--- src/rtl/intc_pkg.sv ---
package intc_pkg;

  // Word addresses of the register port
  localparam int unsigned A_VECTOR   = 'h00;
  localparam int unsigned A_THRESH   = 'h01;
  localparam int unsigned A_SET_NUM  = 'h02;
  localparam int unsigned A_CLR_NUM  = 'h03;
  localparam int unsigned A_SET_BULK = 'h04;  // one word per 32 sources
  localparam int unsigned A_CLR_BULK = 'h06;  // one word per 32 sources
  localparam int unsigned A_PRIO_TOP = 'h1F;  // source 0..7; higher sources descend

endpackage

--- src/rtl/intc_regs.sv ---
module intc_regs
  import intc_pkg::*;
#(
  parameter int unsigned NUM_SRC = 64,
  parameter int unsigned PRIO_W  = 4,
  parameter int unsigned DATA_W  = 32,
  parameter int unsigned ADDR_W  = 8
) (
  input  logic                       clk_i,
  input  logic                       rst_ni,
  input  logic                       wr_en_i,
  input  logic [ADDR_W-1:0]          addr_i,
  input  logic [DATA_W-1:0]          wdata_i,
  output logic [NUM_SRC-1:0]         en_o,
  output logic [NUM_SRC*PRIO_W-1:0]  prio_o,
  output logic [PRIO_W:0]            thresh_o
);

  localparam int unsigned IDX_W     = $clog2(NUM_SRC);
  localparam int unsigned EN_WORDS  = NUM_SRC / DATA_W;
  localparam int unsigned PER_PWORD = DATA_W / PRIO_W;
  localparam int unsigned PR_WORDS  = NUM_SRC / PER_PWORD;

  logic [NUM_SRC-1:0]        en_q, en_d;
  logic [NUM_SRC*PRIO_W-1:0] prio_q, prio_d;
  logic [PRIO_W:0]           thr_q, thr_d;
  logic                      num_ok;

  assign num_ok = (wdata_i < DATA_W'(NUM_SRC));

  // Next-state for enables
  always_comb begin
    en_d = en_q;
    if (addr_i == ADDR_W'(A_SET_NUM) && num_ok)
      en_d[wdata_i[IDX_W-1:0]] = 1'b1;
    if (addr_i == ADDR_W'(A_CLR_NUM) && num_ok)
      en_d[wdata_i[IDX_W-1:0]] = 1'b0;
    for (int w = 0; w < EN_WORDS; w++) begin
      if (addr_i == ADDR_W'(A_SET_BULK + w))
        en_d[w*DATA_W +: DATA_W] = en_q[w*DATA_W +: DATA_W] | wdata_i;
      if (addr_i == ADDR_W'(A_CLR_BULK + w))
        en_d[w*DATA_W +: DATA_W] = en_q[w*DATA_W +: DATA_W] & ~wdata_i;
    end
  end

  // Next-state for priority words (descending addresses)
  always_comb begin
    prio_d = prio_q;
    for (int p = 0; p < PR_WORDS; p++) begin
      if (addr_i == ADDR_W'(A_PRIO_TOP - p))
        prio_d[p*DATA_W +: DATA_W] = wdata_i;
    end
  end

  // Next-state for threshold
  always_comb begin
    thr_d = thr_q;
    if (addr_i == ADDR_W'(A_THRESH))
      thr_d = wdata_i[PRIO_W:0];
  end

  always_ff @(posedge clk_i or negedge rst_ni) begin
    if (!rst_ni) begin
      en_q   <= '0;
      prio_q <= '0;
      thr_q  <= '1;
    end else if (wr_en_i) begin
      en_q   <= en_d;
      prio_q <= prio_d;
      thr_q  <= thr_d;
    end
  end

  assign en_o     = en_q;
  assign prio_o   = prio_q;
  assign thresh_o = thr_q;

endmodule

--- src/rtl/intc_qual.sv ---
module intc_qual #(
  parameter int unsigned NUM_SRC = 64,
  parameter int unsigned PRIO_W  = 4
) (
  input  logic [NUM_SRC-1:0]        irq_src_i,
  input  logic [NUM_SRC-1:0]        en_i,
  input  logic [NUM_SRC*PRIO_W-1:0] prio_i,
  input  logic [PRIO_W:0]           thresh_i,
  output logic [NUM_SRC-1:0]        qual_o
);

  logic             no_limit;
  logic [PRIO_W-1:0] limit;

  assign no_limit = thresh_i[PRIO_W];
  assign limit    = thresh_i[PRIO_W-1:0];

  for (genvar i = 0; i < NUM_SRC; i++) begin : g_src
    logic above;
    assign above     = no_limit || (prio_i[i*PRIO_W +: PRIO_W] > limit);
    assign qual_o[i] = irq_src_i[i] && en_i[i] && above;
  end

endmodule

--- src/rtl/intc_arb.sv ---
module intc_arb #(
  parameter int unsigned NUM_SRC = 64,
  parameter int unsigned PRIO_W  = 4,
  localparam int unsigned IDX_W  = $clog2(NUM_SRC)
) (
  input  logic [NUM_SRC-1:0]        qual_i,
  input  logic [NUM_SRC*PRIO_W-1:0] prio_i,
  output logic                      valid_o,
  output logic [IDX_W-1:0]          idx_o,
  output logic [PRIO_W-1:0]         prio_o
);

  // Ascending scan: ">=" lets a later (higher-numbered) equal contender win.
  always_comb begin
    valid_o = 1'b0;
    idx_o   = '0;
    prio_o  = '0;
    for (int i = 0; i < NUM_SRC; i++) begin
      if (qual_i[i] && (!valid_o || prio_i[i*PRIO_W +: PRIO_W] >= prio_o)) begin
        valid_o = 1'b1;
        idx_o   = IDX_W'(i);
        prio_o  = prio_i[i*PRIO_W +: PRIO_W];
      end
    end
  end

endmodule

--- src/rtl/prio_vec_intc.sv ---
module prio_vec_intc
  import intc_pkg::*;
#(
  parameter int unsigned NUM_SRC = 64,
  parameter int unsigned PRIO_W  = 4,
  parameter int unsigned DATA_W  = 32,
  parameter int unsigned ADDR_W  = 8
) (
  input  logic               clk_i,
  input  logic               rst_ni,
  input  logic [NUM_SRC-1:0] irq_src_i,
  input  logic               wr_en_i,
  input  logic [ADDR_W-1:0]  addr_i,
  input  logic [DATA_W-1:0]  wdata_i,
  output logic [DATA_W-1:0]  rdata_o,
  output logic               irq_o
);

  localparam int unsigned IDX_W     = $clog2(NUM_SRC);
  localparam int unsigned HALF_W    = DATA_W / 2;
  localparam int unsigned EN_WORDS  = NUM_SRC / DATA_W;
  localparam int unsigned PER_PWORD = DATA_W / PRIO_W;
  localparam int unsigned PR_WORDS  = NUM_SRC / PER_PWORD;

  logic [NUM_SRC-1:0]        en_q;
  logic [NUM_SRC*PRIO_W-1:0] prio_q;
  logic [PRIO_W:0]           mask_q;
  logic [NUM_SRC-1:0]        qual;
  logic                      win_valid;
  logic [IDX_W-1:0]          win_idx;
  logic [PRIO_W-1:0]         win_prio;
  logic [DATA_W-1:0]         vec_d, vec_q;
  logic                      irq_d, irq_q;

  intc_regs #(
    .NUM_SRC(NUM_SRC), .PRIO_W(PRIO_W), .DATA_W(DATA_W), .ADDR_W(ADDR_W)
  ) u_regs (
    .clk_i    (clk_i),
    .rst_ni   (rst_ni),
    .wr_en_i  (wr_en_i),
    .addr_i   (addr_i),
    .wdata_i  (wdata_i),
    .en_o     (en_q),
    .prio_o   (prio_q),
    .thresh_o (mask_q)
  );

  intc_qual #(.NUM_SRC(NUM_SRC), .PRIO_W(PRIO_W)) u_qual (
    .irq_src_i (irq_src_i),
    .en_i      (en_q),
    .prio_i    (prio_q),
    .thresh_i  (mask_q),
    .qual_o    (qual)
  );

  intc_arb #(.NUM_SRC(NUM_SRC), .PRIO_W(PRIO_W)) u_arb (
    .qual_i  (qual),
    .prio_i  (prio_q),
    .valid_o (win_valid),
    .idx_o   (win_idx),
    .prio_o  (win_prio)
  );

  // Vector word next state
  always_comb begin
    if (win_valid)
      vec_d = {{(HALF_W-IDX_W){1'b0}}, win_idx, {(HALF_W-PRIO_W){1'b0}}, win_prio};
    else
      vec_d = '1;
    irq_d = win_valid;
  end

  always_ff @(posedge clk_i or negedge rst_ni) begin
    if (!rst_ni) begin
      vec_q <= '1;
      irq_q <= 1'b0;
    end else begin
      vec_q <= vec_d;
      irq_q <= irq_d;
    end
  end

  // Read mux
  always_comb begin
    rdata_o = '0;
    if (addr_i == ADDR_W'(A_VECTOR))
      rdata_o = vec_q;
    if (addr_i == ADDR_W'(A_THRESH))
      rdata_o = DATA_W'(mask_q);
    for (int w = 0; w < EN_WORDS; w++) begin
      if (addr_i == ADDR_W'(A_SET_BULK + w))
        rdata_o = en_q[w*DATA_W +: DATA_W];
    end
    for (int p = 0; p < PR_WORDS; p++) begin
      if (addr_i == ADDR_W'(A_PRIO_TOP - p))
        rdata_o = prio_q[p*DATA_W +: DATA_W];
    end
  end

  assign irq_o = irq_q;

endmodule

--- config.mk ---
export PLATFORM = sky130hd
export DESIGN_NAME = prio_vec_intc
export DESIGN_NICKNAME = d
export VERILOG_FILES = /design/src/rtl/intc_pkg.sv /design/src/rtl/intc_regs.sv /design/src/rtl/intc_qual.sv /design/src/rtl/intc_arb.sv /design/src/rtl/prio_vec_intc.sv
export SDC_FILE = /design/constraint.sdc
export NUM_CORES = 2
export LEC_CHECK = 0
export ABC_AREA = 1
export BUFFER_PORTS_ARGS = -buffer_cell sky130_fd_sc_hd__buf_2
export CAP_MARGIN = 20
export CORE_UTILIZATION = 37
export DETAILED_ROUTE_END_ITERATION = 7
export PLACE_DENSITY = 0.58
export REMOVE_ABC_BUFFERS = 1
export SKIP_LAST_GASP = 1
export SYNTH_ARGS = -nofsm -noshare
export SYNTH_HDL_FRONTEND = slang
export SYNTH_SLANG_ARGS = --single-unit
--- constraint.sdc ---
create_clock -name clk_i -period 203.2 [get_ports clk_i]
set_input_delay 40.64 -clock clk_i [delete_from_list [all_inputs] [get_ports clk_i]]
set_output_delay 40.64 -clock clk_i [all_outputs]
set_load 0.03 [all_outputs]
=== Yosys cells after proc, flatten, opt, wreduce, memory -nomap -nowiden ===
Cells that the tools add are included.

* Muxes and demuxes: 212
* $lt $le $gt $ge: 130
* Reductions and logical operators: 394
* Bitwise gates (word level): 8
* Equality and inequality tests: 15

{| class="wikitable"
|+ Operators by type and width
! cell !! count
|-
| 32-bit two-way mux || 17
|-
| 4-bit two-way mux || 72
|-
| 4-bit greater-than comparator || 64
|-
| 4-bit greater-or-equal comparator || 63
|-
| 1-bit logical AND || 194
|-
| 6-bit two-way mux || 32
|-
| 64-bit two-way mux || 2
|-
| 1-bit logical OR || 127
|-
| 5-bit two-way mux || 16
|-
| 1-bit two-way mux || 66
|-
| 32-bit AND || 2
|-
| 64-bit AND || 1
|-
| 8-bit by 5-bit == test with 1-bit output (second input constant) || 8
|-
| 64-bit NOT || 1
|-
| 32-bit bitwise OR || 2
|-
| 64-bit bitwise OR || 1
|-
| 1-bit logical NOT || 63
|-
| 8-bit by 3-bit == test with 1-bit output (second input constant) || 4
|-
| 32-bit by 7-bit less-than comparator with 1-bit output (second input constant) || 1
|-
| 32-bit NOT || 1
|-
| 2-bit AND reduction || 9
|-
| 8-bit by 2-bit == test with 1-bit output (second input constant) || 2
|-
| 3-bit two-way mux || 4
|-
| 8-bit by 1-bit == test with 1-bit output (second input constant) || 1
|-
| other kinds (5) || 6
|}

* Bits in registers: 358

=== Logic depth before layout (Yosys ltp) ===
* Word-level depth: 257
* Gate-level depth with buffers: 704
* Depth with buffers taken out: 701

=== Hierarchy ===
A second synthesis with hierarchy kept.

* Cells, all modules: 5690
* Area, all modules: 35935.7 µm²

{| class="wikitable"
|+ By module, submodules not included
! module !! area each (µm²) !! cells an instance !! times used
|-
| intc_regs || 15167.0 || 1925 || 1
|-
| intc_arb || 10699.0 || 1920 || 1
|-
| intc_qual || 6889.1 || 1162 || 1
|-
| prio_vec_intc || 3180.6 || 683 || 1
|}

=== Worst setup path after synthesis ===
OpenSTA, ideal clock, no wires.

* Path kind: input to register
* Start point: in irq_src_i[0]
* End point: reg vec_q[18]
* Arrival: 107.723 ns
* Buffers on the path: 3
* Library setup time: 0.081 ns
* Stages on the path: 637
* Slack: 95.396 ns
* Path through: nand2_1 > clkinv_4 > nand2_4 > nor2_1 > inv_1 > ha_1 > inv_1 > o21bai_1 > nand2_1 > nand2_1 > nor2_1 > nand3_1 > nand2_1 > o21ai_0 > ha_1 > inv_1 > nand2_2 > a21oi_2 > (+601 left out) > a221o_1 > nand2_1 > nand3_1 > and2_1 > ha_1 > inv_1 > a21boi_0 > o21ai_0 > nand2_1 > a21oi_1 > nand2_1 > nand2_1 > nand2_1 > inv_1 > nand2_1 > inv_1 > and3_4 > o21ai_1

* Longest elaborated chain between the ends: 256

{| class="wikitable"
|+ RTL lines
! what !! RTL line !! text
|-
| start: declaration || prio_vec_intc.sv:11 || <nowiki>input logic [NUM_SRC-1:0] irq_src_i,</nowiki>
|-
| 1-bit logical AND * (2 in a row) || intc_qual.sv:21 || <nowiki>assign qual_o[i] = irq_src_i[i] && en_i[i] && above;</nowiki>
|-
| 4-bit two-way mux / 1-bit two-way mux (equally long branches) || intc_arb.sv:19 || <nowiki>if (qual_i[i] && (!valid_o || prio_i[i*PRIO_W +: PRIO_W] >= prio_o)) begin</nowiki>
|-
| 4-bit greater-or-equal comparator / 1-bit logical NOT (equally long branches) || intc_arb.sv:19 ||
|-
| 1-bit logical OR || intc_arb.sv:19 ||
|-
| 1-bit logical AND || intc_arb.sv:19 ||
|-
| 4-bit two-way mux / 1-bit two-way mux (equally long branches) || intc_arb.sv:19 ||
|-
| 4-bit greater-or-equal comparator / 1-bit logical NOT (equally long branches) || intc_arb.sv:19 ||
|-
| 1-bit logical OR || intc_arb.sv:19 ||
|-
| (+240 left out) || n/a ||
|-
| 1-bit logical AND || intc_arb.sv:19 ||
|-
| 4-bit two-way mux / 1-bit two-way mux (equally long branches) || intc_arb.sv:19 ||
|-
| 4-bit greater-or-equal comparator / 1-bit logical NOT (equally long branches) || intc_arb.sv:19 ||
|-
| 1-bit logical OR || intc_arb.sv:19 ||
|-
| 1-bit logical AND || intc_arb.sv:19 ||
|-
| 6-bit two-way mux / 1-bit two-way mux (equally long branches) || intc_arb.sv:19 ||
|-
| 32-bit two-way mux * || prio_vec_intc.sv:66 || <nowiki>if (win_valid)</nowiki>
|-
| named net vec_d[18] || prio_vec_intc.sv:32 || <nowiki>logic [DATA_W-1:0] vec_d, vec_q;</nowiki>
|-
| end signal: assignment || prio_vec_intc.sv:78 || <nowiki>vec_q <= vec_d;</nowiki>
|-
| end: declaration || prio_vec_intc.sv:32 ||
|}

Mark *: on every way through the listed nets, which the timed path passes. The rest lies on a longest branch.
A chain may end at the register's enable or synchronous reset.

=== Worst setup path after layout ===
Same ends and word-level chain as after synthesis.

==> qor.txt <==
Boundary Pins -> 140
Placed wire-length estimate after detailed placement -> 110,000 um
Number of distinct library cells after synthesis -> 53
Starting Density -> 37.4%
Register share of total power -> 20.2%
Final-layout setup total negative slack -> 0 ns
Area growth from synthesis to final layout -> 10.8%
Status -> finished with violations
Power, Total -> 0.399 mW
Pint -> 0.207 mW
RSZ-0062 raised after global routing -> no
Number of setup violations in the final report -> 0
Delay contributed by the slowest stage of the critical path -> 0.34 ns
DRT Pass-1 Iters -> 8
Share of the core filled with cells -> 41.5%
Violations in the final reports -> DRC
Yosys warns -> 0
Global-route wire length before repair -> 211,000 um
Clock share of power -> 20.6%
CP required -> 203.71 ns
Commonest non-fill, non-tap cell in the layout -> nand2_1
Maximum capacitance violations -> 0
Most frequent cell on the critical path -> o21ai_0
Async set-reset flop share out of synthesis -> 100%
Final cell count without fillers -> 6,147
Number of nets at the end of the flow -> 5,506
Total congestion overflow -> 0
Clock buffer count from CTS -> 43
Detailed router's first-iteration violation count -> 4,126
Relative slew slack -> 18.7%
Avg Synthesized Cell Area -> 6.84 um2
Worst vdd rail ir drop -> 5.61 uV
Slew @ Worst Pin -> 1.21 ns
Routed WL per cell -> 23.7 um
Crit path capture type -> flop
Vertical extent of the die -> 301 um
Core footprint -> 88,600 um2
Count of endpoints failing hold in the final timing report -> 0
Post-route clock period utilization -> 57.8%
LEAKAGE -> 18.5 nW
Crit path max fanout -> 11
Global placement routability congestion -> 0.994
Pin count of the biggest net entering global routing -> 85
Fmax -> 8.51 MHz
Final wirelength -> 146,000 um
Clock insertion delay at the later pin of the skew report -> 0.61 ns
Initial antenna violation count -> 18
FF+latch count, synth -> 337
Switching share of total power -> 48.2%
Most frequent cells in the layout -> nand2_1 (1,341), o21ai_0 (783), inv_1 (557)
WP data arrival -> 117.99 ns
Smallest hold slack -> 0.484 ns
Clock Path Buffers -> 3
Via count of the first global-routing pass -> 31,200
Post-route ant nets -> 0
Post-synthesis cell count -> 4,851
Total of hold buffers inserted after clock tree synthesis -> 0
Worst setup SP type -> input port
P per Cell Area -> 10.9 nW/um2
Placement Rows -> 109
Cell area after technology mapping -> 33,200 um2
DRC violation count after routing -> 6
Post-synth top flop -> dfrtp_1
Category of the critical setup timing path -> input port to flop
H-tree depth -> 2
Portion of total power attributed to combinational logic -> 59.3%
Post-CTS resize count -> 0
Switching power summed over all nets -> 0.192 mW
Type of the tightest min-delay check -> flop to flop
Final critical path time including I/O delays and setup -> 117.47 ns
Proportion of synthesized chip area in sequential cells -> 25.5%
Per-cell via count in the routed design -> 5.67
Number of enable flip-flop cells after synthesis -> 0
Total vias in the final route -> 34,800
Register clock-pin slew on the reported worst setup and hold paths -> 0.06 ns
Combined global-route utilization of all metal layers -> 31.7%
Width of the chip -> 301 um
Number of post-CTS setup repair buffers -> 0
Floorplan die area -> 90,900 um2
Clock tree from TritonCTS -> done
Final count of pins violating max slew -> 0
Buffers added on ports -> 139
Total instance count after detailed placement -> 6,058
Number of clock sinks -> 337
CP max stage cell -> a221o_1
Post-Route Skew -> 0.0210 ns
Share of final-layout standard cells stronger than drive strength 1 -> 12.5%
Root cell of the clock tree -> clkbuf_16
## flip-flops by register name, summed over array words and instances, names as in the netlist
signal,count
vec_q,11
u_regs.prio_o,256
u_regs.en_o,64
irq_o,1
u_regs.thresh_o,5
## through the flow
stage | setup WS (ns) | area [um2]
6_report | 85.73 | 36800
3_5_place_dp | 85.95 | 35200
3_3_place_gp | 87.08 | 35200
2_1_floorplan | 95.39 | 32600
5_1_grt | 74.96 | 36700
4_1_cts | 86.29 | 36600
## area by class of cell
cell class | count | area [um2]
clock buffer | 55 | 1160
antenna | 6 | 15.0
fill | 9333 | 51900
sequential | 337 | 8460
tap | 1165 | 1460
clock inverter | 21 | 294
inverter | 579 | 2210
multi-input combinational | 3790 | 22000
timing repair buffer | 194 | 1170
## layer usage
layer,track usage (%),share of wire [%]
met2,45.8,41
met1,43.0,41
met3,8.23,12
met5,0,0.064
met4,16.7,5.9
## power by group through the flow
stage               combinational (mW)  clock (mW)  sequential [mW]
finish                           0.236      0.0820           0.0805
global route                     0.273      0.0843           0.0808
CTS                              0.234      0.0822           0.0801
detailed placement               0.232           0           0.0813
global placement                 0.230           0           0.0813
floorplan                        0.182           0           0.0778
## cells in the mapped netlist, types with 20 or more instances
cell type / instances / area share, %
nand2_1: 1347 / 15
o21ai_0: 783 / 12
inv_1: 561 / 6.3
ha_1: 454 / 17
dfrtp_1: 321 / 24
a21oi_1: 203 / 3.1
nand2_2: 195 / 3.7
nor2_1: 188 / 2.1
nand3_1: 151 / 2.3
clkbuf_1: 133 / 1.5
nand3_2: 54 / 1.6
nor3_1: 52 / 0.78
a31oi_1: 51 / 0.96
o21bai_1: 51 / 1.2
nand4_1: 42 / 0.79
o211ai_1: 35 / 0.79
nand2_4: 27 / 0.92
o221ai_1: 25 / 0.66
o2111ai_1: 20 / 0.53
## path summary, 6_finish.rpt
check	start	endpoint	slack (ns)	depth (start not counted)
worst max-delay path	irq_src_i[0]	vec_q[18]	85.73	635
worst min-delay path	u_regs.prio_o[116]	u_regs.prio_o[116]	0.48	2
worst max register to register	u_regs.thresh_o[3]	vec_q[18]	123.85	640
worst min register to register	u_regs.prio_o[116]	u_regs.prio_o[116]	0.48	2
max in group asynchronous	rst_ni	u_regs.prio_o[13]	161.60	2
min in group asynchronous	rst_ni	u_regs.prio_o[203]	40.00	1
## worst max-delay path: cells and delay by family
family                   cells  cell delay (ns)
AND/OR/NAND/NOR            312            27.03
buffers and inverters       65             4.34
adder cells (fa/ha/maj)     63            17.87
AO/OA/AOI/OAI              195            27.80
## logic make-up (layout without fill, tap and decap cells)
logic type / count (synthesis) / after routing / synth area share [%]
buffers and inverters: 724 / 849 / 8.50
other: 0 / 6 / 0
adders and majority gates: 454 / 454 / 17.1
and+or+nand+nor: 2096 / 2096 / 28.3
DFF: 337 / 337 / 25.5
AOI/OAI and AO/OA: 1240 / 1240 / 20.6
No activity file was read; power rests on OpenSTA's default activity.
